--- config.mk ---
export PLATFORM = sky130hd
export DESIGN_NAME = sfifo_top
export DESIGN_NICKNAME = d
export VERILOG_FILES = /design/src/rtl/sfifo_pkg.sv /design/src/rtl/sfifo_ctrl.sv /design/src/rtl/sfifo_store.sv /design/src/rtl/sfifo_top.sv
export SDC_FILE = /design/constraint.sdc
export NUM_CORES = 1
export LEC_CHECK = 0
export BUFFER_PORTS_ARGS = -buffer_cell sky130_fd_sc_hd__buf_4
export CAP_MARGIN = 10
export CORE_AREA = 2 2 115 117
export CTS_CLUSTER_SIZE = 14
export DETAILED_ROUTE_END_ITERATION = 8
export DIE_AREA = 0 0 117 119
export MAX_ROUTING_LAYER = met4
export PLACE_DENSITY_LB_ADDON = 0.05
export SETUP_SLACK_MARGIN = 0.05
export SKIP_CTS_REPAIR_TIMING = 1
export SYNTH_ARGS = -nofsm -noshare
export SYNTH_HDL_FRONTEND = slang
export SYNTH_SLANG_ARGS = --single-unit
--- constraint.sdc ---
create_clock -name clk -period 5.39 [get_ports clk]
set_input_delay 0.8085 -clock clk [delete_from_list [all_inputs] [get_ports clk]]
set_output_delay 0.8085 -clock clk [all_outputs]
set_load 0.02 [all_outputs]
--- src/rtl/sfifo_pkg.sv ---
package sfifo_pkg;
   typedef enum logic {
      RD_NORMAL    = 1'b0,
      RD_SHOWAHEAD = 1'b1
   } rd_mode_e;
endpackage

--- src/rtl/sfifo_ctrl.sv ---
module sfifo_ctrl #(
   parameter int DEPTH     = 16,
   parameter int AF_LEVEL  = 12,
   parameter int AE_LEVEL  = 4,
   parameter bit OVF_GUARD = 1'b1,
   parameter bit UNF_GUARD = 1'b1,
   localparam int AW = $clog2(DEPTH),
   localparam int CW = AW + 1
) (
   input  logic          clk,
   input  logic          aclr,
   input  logic          sclr,
   input  logic          wr_req,
   input  logic          rd_req,
   output logic          wr_en,
   output logic          rd_en,
   output logic [AW-1:0] wr_addr,
   output logic [AW-1:0] rd_addr,
   output logic [CW-1:0] count,
   output logic          full,
   output logic          empty,
   output logic          almost_full,
   output logic          almost_empty
);
   logic [AW-1:0] wptr_q, rptr_q;
   logic [CW-1:0] cnt_q;

   assign full  = (cnt_q == CW'(DEPTH));
   assign empty = (cnt_q == '0);

   assign wr_en = wr_req & ~sclr & (~full  | ~OVF_GUARD);
   assign rd_en = rd_req & ~sclr & (~empty | ~UNF_GUARD);

   always_ff @(posedge clk or posedge aclr) begin
      if (aclr) begin
         wptr_q <= '0;
         rptr_q <= '0;
         cnt_q  <= '0;
      end else if (sclr) begin
         wptr_q <= '0;
         rptr_q <= '0;
         cnt_q  <= '0;
      end else begin
         if (wr_en) wptr_q <= wptr_q + 1'b1;
         if (rd_en) rptr_q <= rptr_q + 1'b1;
         cnt_q <= cnt_q + CW'(wr_en) - CW'(rd_en);
      end
   end

   assign wr_addr      = wptr_q;
   assign rd_addr      = rptr_q;
   assign count        = cnt_q;
   assign almost_full  = (cnt_q >= CW'(AF_LEVEL));
   assign almost_empty = (cnt_q <  CW'(AE_LEVEL));

   assert_no_overflow_R3: assert property (@(posedge clk) disable iff (aclr)
      (OVF_GUARD && full && wr_req && !rd_req && !sclr) |=> (full && $stable(count)));

   assert_no_underflow_R4: assert property (@(posedge clk) disable iff (aclr)
      (UNF_GUARD && empty && rd_req && !wr_req && !sclr) |=> (empty && $stable(count)));

   assert_rw_hold_R7: assert property (@(posedge clk) disable iff (aclr)
      (wr_req && rd_req && !sclr && !full && !empty) |=> $stable(count));

   assert_flush_R10: assert property (@(posedge clk) disable iff (aclr)
      sclr |=> (empty && !full));

   assert_count_step_R1: assert property (@(posedge clk) disable iff (aclr)
      (!sclr && wr_req && !rd_req && !full) |=> (count == $past(count) + 1'b1));

   assert_count_range_R2: assert property (@(posedge clk) disable iff (aclr)
      (OVF_GUARD && UNF_GUARD) |-> (count <= CW'(DEPTH)));
endmodule

--- src/rtl/sfifo_store.sv ---
module sfifo_store #(
   parameter int                  WIDTH   = 8,
   parameter int                  DEPTH   = 16,
   parameter sfifo_pkg::rd_mode_e MODE    = sfifo_pkg::RD_NORMAL,
   parameter bit                  OUT_REG = 1'b0,
   localparam int AW = $clog2(DEPTH)
) (
   input  logic             clk,
   input  logic             aclr,
   input  logic             wr_en,
   input  logic [AW-1:0]    wr_addr,
   input  logic [WIDTH-1:0] wr_data,
   input  logic             rd_en,
   input  logic [AW-1:0]    rd_addr,
   output logic [WIDTH-1:0] rd_data
);
   logic [WIDTH-1:0] mem [DEPTH];

   always_ff @(posedge clk) begin
      if (wr_en) mem[wr_addr] <= wr_data;
   end

   if (MODE == sfifo_pkg::RD_SHOWAHEAD) begin : g_ahead
      assign rd_data = mem[rd_addr];
   end else begin : g_normal
      logic [WIDTH-1:0] pop_q;
      always_ff @(posedge clk or posedge aclr) begin
         if (aclr)       pop_q <= '0;
         else if (rd_en) pop_q <= mem[rd_addr];
      end
      if (OUT_REG) begin : g_oreg
         logic [WIDTH-1:0] out_q;
         always_ff @(posedge clk or posedge aclr) begin
            if (aclr) out_q <= '0;
            else      out_q <= pop_q;
         end
         assign rd_data = out_q;
      end else begin : g_direct
         assign rd_data = pop_q;
      end

      assert_hold_R8: assert property (@(posedge clk) disable iff (aclr)
         !rd_en |=> $stable(pop_q));
   end
endmodule

--- src/rtl/sfifo_top.sv ---
module sfifo_top #(
   parameter int                  WIDTH     = 8,
   parameter int                  DEPTH     = 16,
   parameter int                  AF_LEVEL  = 12,
   parameter int                  AE_LEVEL  = 4,
   parameter sfifo_pkg::rd_mode_e MODE      = sfifo_pkg::RD_NORMAL,
   parameter bit                  OUT_REG   = 1'b0,
   parameter bit                  OVF_GUARD = 1'b1,
   parameter bit                  UNF_GUARD = 1'b1
) (
   input  logic                     clk,
   input  logic                     aclr,
   input  logic                     sclr,
   input  logic                     wr_req,
   input  logic [WIDTH-1:0]         wr_data,
   input  logic                     rd_req,
   output logic [WIDTH-1:0]         rd_data,
   output logic                     full,
   output logic                     empty,
   output logic [$clog2(DEPTH):0]   count,
   output logic                     almost_full,
   output logic                     almost_empty
);
   localparam int AW = $clog2(DEPTH);

   if (DEPTH < 4 || DEPTH > 131072 || (DEPTH & (DEPTH - 1)) != 0) begin : g_bad_depth
      $error("sfifo_top: DEPTH must be a power of two from 4 to 131072");
   end
   if (WIDTH < 1) begin : g_bad_width
      $error("sfifo_top: WIDTH must be positive");
   end
   if (AF_LEVEL < 1 || AF_LEVEL > DEPTH || AE_LEVEL < 1 || AE_LEVEL > DEPTH) begin : g_bad_lvl
      $error("sfifo_top: threshold levels must lie in 1..DEPTH");
   end
   if (MODE == sfifo_pkg::RD_SHOWAHEAD && OUT_REG) begin : g_bad_mode
      $error("sfifo_top: OUT_REG applies to normal read mode only");
   end

   logic          wr_en, rd_en;
   logic [AW-1:0] wr_addr, rd_addr;

   sfifo_ctrl #(
      .DEPTH(DEPTH), .AF_LEVEL(AF_LEVEL), .AE_LEVEL(AE_LEVEL),
      .OVF_GUARD(OVF_GUARD), .UNF_GUARD(UNF_GUARD)
   ) u_ctrl (
      .clk(clk), .aclr(aclr), .sclr(sclr), .wr_req(wr_req), .rd_req(rd_req),
      .wr_en(wr_en), .rd_en(rd_en), .wr_addr(wr_addr), .rd_addr(rd_addr),
      .count(count), .full(full), .empty(empty),
      .almost_full(almost_full), .almost_empty(almost_empty)
   );

   sfifo_store #(
      .WIDTH(WIDTH), .DEPTH(DEPTH), .MODE(MODE), .OUT_REG(OUT_REG)
   ) u_store (
      .clk(clk), .aclr(aclr), .wr_en(wr_en), .wr_addr(wr_addr),
      .wr_data(wr_data), .rd_en(rd_en), .rd_addr(rd_addr), .rd_data(rd_data)
   );

   assert_flag_excl_R2: assert property (@(posedge clk) disable iff (aclr)
      !(full && empty));
endmodule

After elaboration in Yosys (flattened, before gate mapping). Memories as Yosys holds them, arrays and structs flattened. A register that Yosys moved wholly into a read port is not among the register bits. Index checks and enable logic that the tools add are counted.

$add $sub $neg: 4. Multipliers: 0. Div/mod/pow operators: 0. $lt $le $gt $ge: 2. Equal/unequal tests: 1. Shifts and indexed selects: 0. Muxes and demuxes: 7. Bitwise gates (word level): 7. Reduce and logical (&&, ||, !) cells: 3.

Operators with widths (number): $mux W4 (4); $add A4 B1 Y4 const B (2); $add A5 B1 Y5 (1); $eq A5 B5 Y1 const B (1); $ge A5 B4 Y1 const B (1); $logic_not A5 Y1 (1); $lt A5 B3 Y1 const B (1); $mux W5 (1); $sub A5 B1 Y5 (1); $and A1 B1 Y1 (4); $reduce_bool A2 Y1 (2); $not A1 Y1 (3); $mux W1 (2).

Flip-flop bits (word level): 13. Bits in latches: 0. Memory bits (writable): 128. ROM bits: 0. Bits of input ports: 13. Output and inout bits: 17. Memories: 1.

Memories: u_store.mem (depth 16, bits a word 8, rd ports 1, clocked after memory_dff 1, wr ports 1, RTL line sfifo_store.sv:17) `logic [WIDTH-1:0] mem [DEPTH];`.

Depth between registers and ports, before layout. Gate-level depths: netlist of run 1.

Depth in word-level cells: 6. Depth in mapped cells: 16.

Modules after synthesis. A second synthesis of run 1 with hierarchy kept.

Cell total of the unflattened synthesis: 332. Area total of the unflattened synthesis: 6241.0 µm².

By module, submodules not included: sfifo_store (times used 1, cells an instance 241, area an instance 5335.1 µm², seq. area each 4043.9 µm²); sfifo_ctrl (times used 1, cells an instance 91, area an instance 905.9 µm², seq. area each 325.3 µm²).

Least setup slack after synthesis of run 1. No wires, ideal clock.

Kind: register -> register. From: reg u_ctrl.cnt_q[3], in the netlist u_ctrl.count[3]. To: reg u_ctrl.cnt_q[4], in the netlist u_ctrl.count[4]. Setup time: 126 ps. Data arrival time: 2978 ps. Path slack: 2286 ps. Cell stages (with the launch flop): 17. Path buffers: 2. Clock period less this slack: 3104 ps. Cell sequence: dfrtp_1 inv_1 ha_1 or4b_1 buf_2 nand3b_4 buf_4 inv_1 ha_1 inv_1 ha_1 inv_1 fa_1 nand2b_1 a21oi_1 or3_1 a21oi_1.

Elaborated cells on any way between the ends: 9. Those cells by class: add/sub (2); eq/ne (1); mux (1); bitwise (4); reduce/logical (1).

RTL lines: start, declared (RTL line sfifo_ctrl.sv:26) `logic [CW-1:0] cnt_q;`; start signal, assigned (RTL line sfifo_ctrl.sv:46) `cnt_q <= cnt_q + CW'(wr_en) - CW'(rd_en);`; $logic_not A5 Y1 (RTL line sfifo_ctrl.sv:29) `assign empty = (cnt_q == '0);`; $not A1 Y1 (RTL line sfifo_ctrl.sv:32) `assign rd_en = rd_req & ~sclr & (~empty | ~UNF_GUARD);`; $and A1 B1 Y1 (RTL line sfifo_ctrl.sv:32); via rd_en (RTL line sfifo_top.sv:39) `logic wr_en, rd_en;`; $sub A5 B1 Y5 (RTL line sfifo_ctrl.sv:46); $mux W5 (RTL line sfifo_ctrl.sv:39) `end else if (sclr) begin`.

The timed path passes the listed nets, and every way through them passes these cells. A chain may end at the register's enable or synchronous reset.

Final worst setup path of run 1. Same ends and word-level chain as after synthesis.

==> flow_summary_export.csv, run 1 <==
group,metric,value,unit
clocking,cts_tree,"built",
route,drt_iter0_markers,232,
sta,timing.fmax,310.5,MHz
synth,syn_area_per_cell,18.70,um2
synth,synth_most_common_cell,"edfxtp_1",
synth,synth_common_cells,"edfxtp_1, mux4_1, nor2_1",
clocking,clockBufferDepth,2,
synth,seq_area_frac_synth,0.7039,
sta,post-route-min-period,3.220,ns
worst_setup_path,end_kind,"flip-flop",
floorplanning,core_area,0.01287,mm2
floorplanning,rows,42,
worst_setup_path,path_max_fanout,17,
sta,setup_viol,0,
route,drc,0,
final_layout,seqCellArea,0.004372,mm2
synth,netlist_area,0.006207,mm2
synth,ys_seq_elements,149,
final_layout,final_core_util,0.5548,
flow_run,max_cap_violations,0,
grt,grt_pass1_vias,3090,
synth,synth_cell_types,37,
grt,grt_max_degree,35,
sta,slew_violations,0,
power_and_ir_drop,p_switching,839.3,uW
power_and_ir_drop,ir_drop,0.2325,mV
sta,fin_skew,0.005483,ns
sta,max_slew_margin,0.2651,
power_and_ir_drop,p_seq_frac,0.447,
floorplanning,die_h,119,um
floorplanning,die_w,117,um
route,ant_nets,0,
floorplanning,start_util,0.4821,
final_layout,multi_input_area,0.001673,mm2
synth,synthArstFlopShare,0.1409,
power_and_ir_drop,intPower,2.283,mW
route,firstDrtPassIters,4,
synth,synth_top_area_share,0.6192,
grt,grtUsageTotal,0.1950,
worst_setup_path,crit_arrival,3.56,ns
sta,final.period_utilization,0.5974,
floorplanning,ios,30,
place,hpwl,7485,um
clocking,numClockSinks,149,
grt,grt_pass1_wl,18260,um
final_layout,nFillCells,1038,
final_layout,drive_gt1_frac,0.1931,
route,via_per_inst,5.471,
worst_setup_path,cp.required,5.73,ns
clocking,htreeDepth,4,
sta,timing.setup.tns,0,ns
floorplanning,dieArea,0.01392,mm2
outcome,status,"completed",
synth,synth_area_leader_cell,"edfxtp_1",
grt,grt-ovfl-total,0,
synth,synth_ff_type,"edfxtp_1",
power_and_ir_drop,combPwrFrac,0.176,
sta,worst_pin_slew,1.102,ns
clocking,clock_latency,0.42,ns
final_layout,finalNetCount,394,
final_layout,area_delta_synth_final,15.08,%
power_and_ir_drop,swShare,0.2688,
clocking,numCtsBuffers,17,
power_and_ir_drop,p_clk_frac,0.377,
synth,synth_edf_count,128,
worst_hold_path,hp-class,"flip-flop to flip-flop",
synth,synth_nets,361,
route,routed_wl,12180,um
grt,antenna_found_initial,0,
sta,hold_viol_final,0,
power_and_ir_drop,p_per_area,437.1,mW/mm2
synth,synth_cells,332,
place,gp_congestion,0.7384,
route,wl_per_cell,21.98,um
clocking,clock-root-buffer,"clkbuf_16",
sta,rsz0062_at_grt,"false",
worst_setup_path,crit_type,"flip-flop to flip-flop",
power_and_ir_drop,p_leak,2.544,nW
synth,ys_warn_count,0,
clocking,path_clk_slew,0.06,ns
final_layout,diodes,0,
place,port_buffers,29,
route,num_vias,3031,
synth,netlist_top_cells_area,"edfxtp_1, mux4_1, dfrtp_1",
worst_setup_path,start_kind,"flip-flop",
## power by group through the flow
stage	combinational [mW]	sequential, mW	clock [mW]
after global routing	0.603	1.41	1.24
after floorplan	0.327	1.44	0
after detailed placement	0.555	1.42	0
final	0.550	1.40	1.18
after global placement	0.542	1.42	0
after CTS	0.558	1.40	1.19
## metrics by stage
step,area (um2),power (mW),hold slack (ns),worst slack (ns),instances
after floorplan,6207,1.764,0.5514,2.286,332
after global placement,6554,1.958,0.4722,2.289,522
after detailed placement,6554,1.974,0.4704,2.210,522
after CTS,7143,3.148,0.4833,2.187,554
after global routing,7143,3.251,0.4975,1.920,554
final,7143,3.122,0.4842,2.170,554
## layer usage
metal / vias up / GRT usage / part of all wire
li1: 1391 / - / -
met1: 1566 / 0.2649 / 0.47
met2: 58 / 0.2941 / 0.48
met3: 16 / 0.04275 / 0.033
met4: 0 / 0.06838 / 0.016
met5: - / - / 0
## cell type report
cell class / instances / area share
Clock inverter: 14 / 0.02242
Inverter: 15 / 0.007882
Timing Repair Buffer: 31 / 0.03258
Clock buffer: 18 / 0.06008
Sequential cell: 149 / 0.6120
Tap cell: 176 / 0.03083
Multi-Input combinational cell: 151 / 0.2342
## sequential cells by signal (all words and copies together), names as in the netlist
name             count
u_store.rd_data      8
u_ctrl.count         5
u_ctrl.wr_addr       4
u_ctrl.rd_addr       4
u_store.mem        128
## placed cells by master, fill, tap and decap left out, types with 2 or more instances in the layout
cell type  count
clkbuf_16     17
inv_1         15
clkinv_2       2
buf_4         31
clkinv_1       4
o22ai_1        8
mux4_2         9
ha_1          15
dfrtp_2        2
a211oi_1       8
a21o_1         9
nand2b_1       4
a21oi_1        5
xnor2_1        2
nor3_1         2
edfxtp_1     128
nand2_1        9
bufinv_16      3
nand3_1        6
clkinv_4       3
mux4_1        23
and3_1         2
mux2i_1        8
xor2_1         6
nor2_1        22
dfrtp_1       19
nor3_2         2
## worst max-delay path: stages, from the launching register on
cell      delay, ns
dfrtp_1        0.41
inv_1          0.14
ha_1           0.18
or4b_1         0.59
nand3b_4       0.24
inv_1          0.07
ha_1           0.29
inv_1          0.06
ha_1           0.15
inv_1          0.05
fa_1           0.39
nand2b_1       0.16
a21oi_1        0.18
o21ai_0        0.11
a21oi_1        0.14
## worst paths after layout
check | to | slack, ns | startpoint | depth (start not counted)
min in group asynchronous | u_ctrl.count[3]$_DFF_PP0_ | 0.58 | aclr | 2
min reg2reg | u_store.rd_data[4]$_DFFE_PP0P_ | 0.48 | u_store.rd_data[4]$_DFFE_PP0P_ | 1
min | u_store.rd_data[4]$_DFFE_PP0P_ | 0.48 | u_store.rd_data[4]$_DFFE_PP0P_ | 1
max reg2reg | u_ctrl.count[4]$_DFF_PP0_ | 2.17 | u_ctrl.count[3]$_DFF_PP0_ | 14
max | u_ctrl.count[4]$_DFF_PP0_ | 2.17 | u_ctrl.count[3]$_DFF_PP0_ | 14
max in group asynchronous | u_ctrl.rd_addr[2]$_DFFE_PP0P_ | 4.20 | aclr | 2
## logic make-up after synthesis
logic type      count (synthesis)  share of synthesized area
flops                         149                     0.7039
simple gates                   54                    0.04394
mux                            40                     0.1429
compound gates                 33                    0.03628
buf+inv                        32                    0.02822
fa+ha+maj                      16                    0.03346
xor+xnor                        8                    0.01129
No activity file was read; power rests on OpenSTA's default activity.
==> run 2: changes to the inputs <==
Clock period 5.39 ns to 3.3 ns, I/O delays scaled along.
==> run 2 against run 1 <==
Sequential cell count unchanged. Maximum frequency increased by 8.9%. Register-to-register slack got worse by 1.8 ns. Sequential power up 61%. Design area is 2.4% higher. Clock-buffer cell count is 2 higher.
==> flow_summary_export.csv, run 2 (same netlist as run 1, synthesis figures left out) <==
group,metric,value,unit
sta,timing.fmax,338.3,MHz
worst_setup_path,crit_path_top_delay_cell,"or4b_4",
final_layout,final_cell_mix,"edfxtp_1, buf_4, mux4_1, nor2_1, dfrtp_1",
power_and_ir_drop,p_leak,2.648,nW
floorplanning,ios,30,
worst_setup_path,cpMostUsedCell,"inv_1",
final_layout,stdcell_area,0.007313,mm2
worst_setup_path,crit_arrival,3.26,ns
grt,antenna_found_initial,0,
clocking,cts_tree,"built",
sta,post-route-min-period,2.956,ns
clocking,path_clk_slew,0.06,ns
worst_setup_path,r2r_start,"u_ctrl.count[3]$_DFF_PP0_",
route,firstDrtPassIters,6,
final_layout,top_register,"u_store.mem",
route,drc,0,
power_and_ir_drop,p_seq_frac,0.432,
place,hpwl,7521,um
worst_setup_path,end_kind,"flip-flop",
clocking,clock-root-buffer,"clkbuf_16",
power_and_ir_drop,p_switching,1.330,mW
sta,hold_viol_final,0,
worst_setup_path,start_kind,"flip-flop",
final_layout,finalNetCount,412,
final_layout,diodes,0,
place,placed_area,0.006690,mm2
final_layout,layout_commonest_cell,"edfxtp_1",
flow_run,max_cap_violations,0,
worst_setup_path,critical_path.top_delay_family,"adder cells",
clocking,numClockSinks,149,
sta,worst_pin_slew,0.8084,ns
floorplanning,core_area,0.01287,mm2
route,drt_iter0_markers,255,
clocking,clockBufferDepth,2,
worst_setup_path,cp_num_buf_inv,4,
place,port_buffers,29,
grt,grt_pass1_wl,18520,um
sta,slew_violations,0,
power_and_ir_drop,combPwrFrac,0.178,
route,routed_wl,12010,um
final_layout,drive_gt1_frac,0.2203,
sta,whs,0.2292,ns
grt,grtUsageTotal,0.1965,
place,gp_congestion,0.7560,
grt,grt_pass1_vias,3153,
sta,final.period_utilization,0.8957,
sta,max_slew_margin,0.4605,
grt,grt_max_degree,34,
grt,grt-ovfl-total,0,
power_and_ir_drop,p_per_area,713.8,mW/mm2
route,via_per_inst,5.382,
floorplanning,die_h,119,um
worst_hold_path,hp-class,"primary input to asynchronous set/reset pin",
worst_setup_path,path_max_fanout,6,
final_layout,largest_register_ffs,128,
clocking,numCtsBuffers,17,
floorplanning,dieArea,0.01392,mm2
floorplanning,die_w,117,um
worst_setup_path,setup.worst_path.start,"u_ctrl.count[3]$_DFF_PP0_",
clocking,htreeDepth,4,
clocking,clock_latency,0.42,ns
outcome,status,"completed",
worst_setup_path,slowest_delay,0.52,ns
route,ant_nets,0,
worst_setup_path,cp.required,3.61,ns
power_and_ir_drop,intPower,3.890,mW
sta,rsz0062_at_grt,"false",
worst_setup_path,path_cells,"inv_1 -> ha_1 -> or4b_4 -> nand3b_4 -> inv_1 -> ha_1 -> inv_1 -> ha_1 -> inv_1 -> fa_1 -> nand2b_1 -> a21oi_1 -> or3_1 -> a21oi_1",
route,wl_per_cell,21.04,um
worst_setup_path,reg2reg_setup_slack,0.34,ns
sta,timing.setup.tns,0,ns
power_and_ir_drop,ir_drop,0.3291,mV
floorplanning,start_util,0.4821,
sta,setup_viol,0,
power_and_ir_drop,swShare,0.2548,
worst_setup_path,crit_type,"flip-flop to flip-flop",
power_and_ir_drop,p_clk_frac,0.390,
final_layout,area_delta_synth_final,17.82,%
route,num_vias,3073,
sta,fin_skew,0.01035,ns
floorplanning,rows,42,
[run 2: cell count changes in the layout (fill, tap and decap cells not counted), sizes merged]
cell    previous run  this run
inv               16        15
clkinv             9         5
clkbuf            18        20
buf               31        49
bufinv             3         5
[run 2: routing by layer]
metal  vias to the layer above  global-route usage  part of all wire  routed length (um)
met5                         -                   -                 0                   0
met4                         0             0.06985             0.012                 143
met3                        13             0.05191             0.044                 530
met2                        71              0.2872              0.48                5810
met1                      1571              0.2697              0.46                5530
li1                       1418                   -                 -                   -
[run 2: power by group through the flow]
stage | clock network (mW) | logic [mW] | registers [mW]
4_1_cts | 2.07 | 0.938 | 2.26
2_1_floorplan | 0 | 0.535 | 2.35
6_report | 2.03 | 0.929 | 2.26
5_1_grt | 2.15 | 1.03 | 2.27
3_3_place_gp | 0 | 0.922 | 2.29
3_5_place_dp | 0 | 0.932 | 2.29
[run 2: final cells by class]
cell class | count | area (um2)
timing repair buffer | 49 | 380.4
clock inverter | 11 | 182.7
sequential | 149 | 4370
clock buffer | 20 | 436.7
multi-input combinational | 151 | 1667
fill | 1020 | 5562
inverter | 15 | 56.30
tap | 176 | 220.2
[run 2: metrics by stage]
stage | power [mW] | util | setup slack (ns) | instances
after global routing | 5.448 | 0.5680 | 0.07155 | 571
after detailed placement | 3.227 | 0.5196 | 0.2554 | 540
after floorplan | 2.881 | - | 0.1963 | 332
after global placement | 3.210 | 0.5196 | 0.3267 | 540
after CTS | 5.268 | 0.5677 | 0.2371 | 571
final | 5.220 | 0.5680 | 0.3441 | 571
[run 2: path summary, 6_finish.rpt]
check	end	depth (start not counted)
max reg2reg	u_ctrl.count[4]$_DFF_PP0_	14
min	u_ctrl.count[1]$_DFF_PP0_	2
max in group asynchronous	u_ctrl.rd_addr[2]$_DFFE_PP0P_	2
min reg2reg	u_store.rd_data[5]$_DFFE_PP0P_	1
max	u_ctrl.count[4]$_DFF_PP0_	14
min in group clk	u_ctrl.count[3]$_DFF_PP0_	2
==> run 3: changes to the inputs <==
Settings changed: GPL_TIMING_DRIVEN set to 0, RECOVER_POWER set to 50.
==> run 3 against run 2 <==
Via count down 0.78%. Clock power down 11%. Sequential share of layout area up 0.90 points. Core utilization down 0.85 points. Final cell count up 1.1%. Clock skew down 0.0026 ns. Critical endpoint unchanged. Global-route usage down 0.092 points. Critical path type unchanged.
==> flow_summary_export.csv, run 3 (same netlist as run 1, synthesis figures left out) <==
group,metric,value,unit
grt,antenna_found_initial,0,
power_and_ir_drop,intPower,3.653,mW
worst_setup_path,end_kind,"flip-flop",
final_layout,seqCellArea,0.004370,mm2
power_and_ir_drop,combPwrFrac,0.190,
sta,worst_pin_slew,0.8510,ns
route,drc,0,
grt,grt-ovfl-total,0,
clocking,clock-root-buffer,"clkbuf_16",
final_layout,area_delta_synth_final,16.07,%
final_layout,nFillCells,1029,
route,wl_per_cell,21.01,um
place,placed_area,0.006670,mm2
worst_setup_path,slowest_delay,0.44,ns
final_layout,final_cell_mix,"edfxtp_1, mux4_1, clkbuf_1, nor2_1, buf_4",
worst_setup_path,crit_arrival,3.34,ns
final_layout,stdcell_area,0.007204,mm2
final_layout,layout_commonest_cell,"edfxtp_1",
clocking,cts_tree,"built",
place,hpwl,8010,um
place,gp_congestion,0.7985,
clocking,numCtsBuffers,17,
sta,timing.setup.tns,0,ns
worst_hold_path,hp-class,"primary input to asynchronous set/reset pin",
final_layout,largest_register_ffs,128,
sta,timing.fmax,333.3,MHz
route,routed_wl,12120,um
power_and_ir_drop,ir_drop,0.3192,mV
floorplanning,rows,42,
route,via_per_inst,5.284,
worst_setup_path,r2r_cells,15,
worst_setup_path,start_kind,"flip-flop",
worst_setup_path,cp.depth,15,
place,dp_cells,540,
grt,grt_pass1_vias,3070,
worst_setup_path,path_cells,"inv_2 -> ha_1 -> or4b_1 -> clkbuf_4 -> nand3b_4 -> inv_1 -> ha_1 -> inv_1 -> ha_1 -> inv_1 -> fa_1 -> nand2b_1 -> a21oi_2 -> o21ai_0 -> a21oi_1",
worst_setup_path,cp.required,3.64,ns
floorplanning,die_w,117,um
route,drt_iter0_markers,173,
power_and_ir_drop,total_power,4.980,mW
route,num_vias,3049,
worst_setup_path,path_max_fanout,6,
worst_setup_path,cp_num_buf_inv,5,
floorplanning,core_area,0.01287,mm2
clocking,path_clk_slew,0.06,ns
floorplanning,die_h,119,um
sta,post-route-min-period,3.000,ns
grt,grt_max_degree,22,
grt,grtUsageTotal,0.1956,
power_and_ir_drop,p_clk_frac,0.362,
sta,hold_viol_final,0,
worst_setup_path,critical_path.top_delay_family,"adder cells",
sta,rsz0062_at_grt,"false",
final_layout,top_register,"u_store.mem",
floorplanning,dieArea,0.01392,mm2
sta,fin_skew,0.007769,ns
power_and_ir_drop,p_switching,1.327,mW
power_and_ir_drop,p_seq_frac,0.448,
final_layout,finalNetCount,417,
power_and_ir_drop,p_leak,2.569,nW
sta,whs,0.2571,ns
place,port_buffers,29,
sta,max_slew_margin,0.4320,
clocking,clock_latency,0.42,ns
worst_setup_path,crit_type,"flip-flop to flip-flop",
final_layout,stdcell_count,577,
final_layout,drive_gt1_frac,0.1845,
power_and_ir_drop,p_per_area,691.3,mW/mm2
sta,setup_viol,0,
route,ant_nets,0,
clocking,numClockSinks,149,
clocking,clockBufferDepth,2,
clocking,htreeDepth,4,
worst_setup_path,crit_path_top_delay_cell,"or4b_1",
final_layout,multi_input_area,0.001672,mm2
flow_run,max_cap_violations,0,
power_and_ir_drop,swShare,0.2665,
outcome,status,"completed",
sta,slew_violations,0,
route,firstDrtPassIters,4,
floorplanning,start_util,0.4821,
floorplanning,ios,30,
final_layout,diodes,0,
sta,final.period_utilization,0.9091,
grt,grt_pass1_wl,18390,um
## run 3: changes by cell type in the layout (fill, tap and decap cells not counted), sizes merged
cell    before  now
clkbuf      20   42
bufinv       5    2
buf         49   32
clkinv       5    9
## run 3: final cells by class
cell class,count,share of cell area
Clock inverter,12,0.01563
Sequential cell,149,0.6066
Tap cell,176,0.03057
Timing Repair Buffer,38,0.03091
Inverter,15,0.007815
Buffer,16,0.01580
Clock buffer,20,0.06061
Multi-Input combinational cell,151,0.2320
## run 3: final timing paths
| check | startpoint | end | slack (ns) |
|---|---|---|---|
| setup reg to reg | u_ctrl.count[3]$_DFF_PP0_ | u_ctrl.count[4]$_DFF_PP0_ | 0.30 |
| hold / removal | aclr | u_ctrl.rd_addr[3]$_DFFE_PP0P_ | 0.26 |
| max in group asynchronous | aclr | u_ctrl.count[2]$_DFF_PP0_ | 2.46 |
| min in group clk | sclr | u_ctrl.rd_addr[1]$_DFFE_PP0P_ | 0.29 |
| setup / recovery | u_ctrl.count[3]$_DFF_PP0_ | u_ctrl.count[4]$_DFF_PP0_ | 0.30 |
| hold reg to reg | u_store.rd_data[5]$_DFFE_PP0P_ | u_store.rd_data[5]$_DFFE_PP0P_ | 0.47 |
## run 3: power groups by stage
stage               Combinational (mW)  Sequential [mW]  Clock (mW)
finish                           0.946             2.23        1.81
global route                      1.06             2.24        1.92
CTS                              0.961             2.24        1.84
detailed placement               0.957             2.27           0
global placement                 0.938             2.27           0
floorplan                        0.535             2.35           0
## run 3: layer usage
metal / part of all wire / track usage
met1: 0.48 / 0.2742
met2: 0.47 / 0.2854
met3: 0.028 / 0.04173
met4: 0.016 / 0.07279
met5: 0 / -
## run 3: worst register-to-register path: stages, from the launching register on
cell and delay [ns]:
dfrtp_1 0.40, inv_2 0.09, ha_1 0.17, or4b_1 0.44, clkbuf_4 0.19, nand3b_4 0.11, inv_1 0.05, ha_1 0.29
inv_1 0.06, ha_1 0.16, inv_1 0.05, fa_1 0.39, nand2b_1 0.17, a21oi_2 0.15, o21ai_0 0.10, a21oi_1 0.13
## run 3: per-stage QoR
stage / utilization / setup slack (ns)
6_report: 0.5596 / 0.3000
3_3_place_gp: 0.5161 / -0.01856
5_1_grt: 0.5596 / 0.05663
4_1_cts: 0.5607 / -0.03070
2_1_floorplan: - / 0.1963
3_5_place_dp: 0.5181 / -0.01129
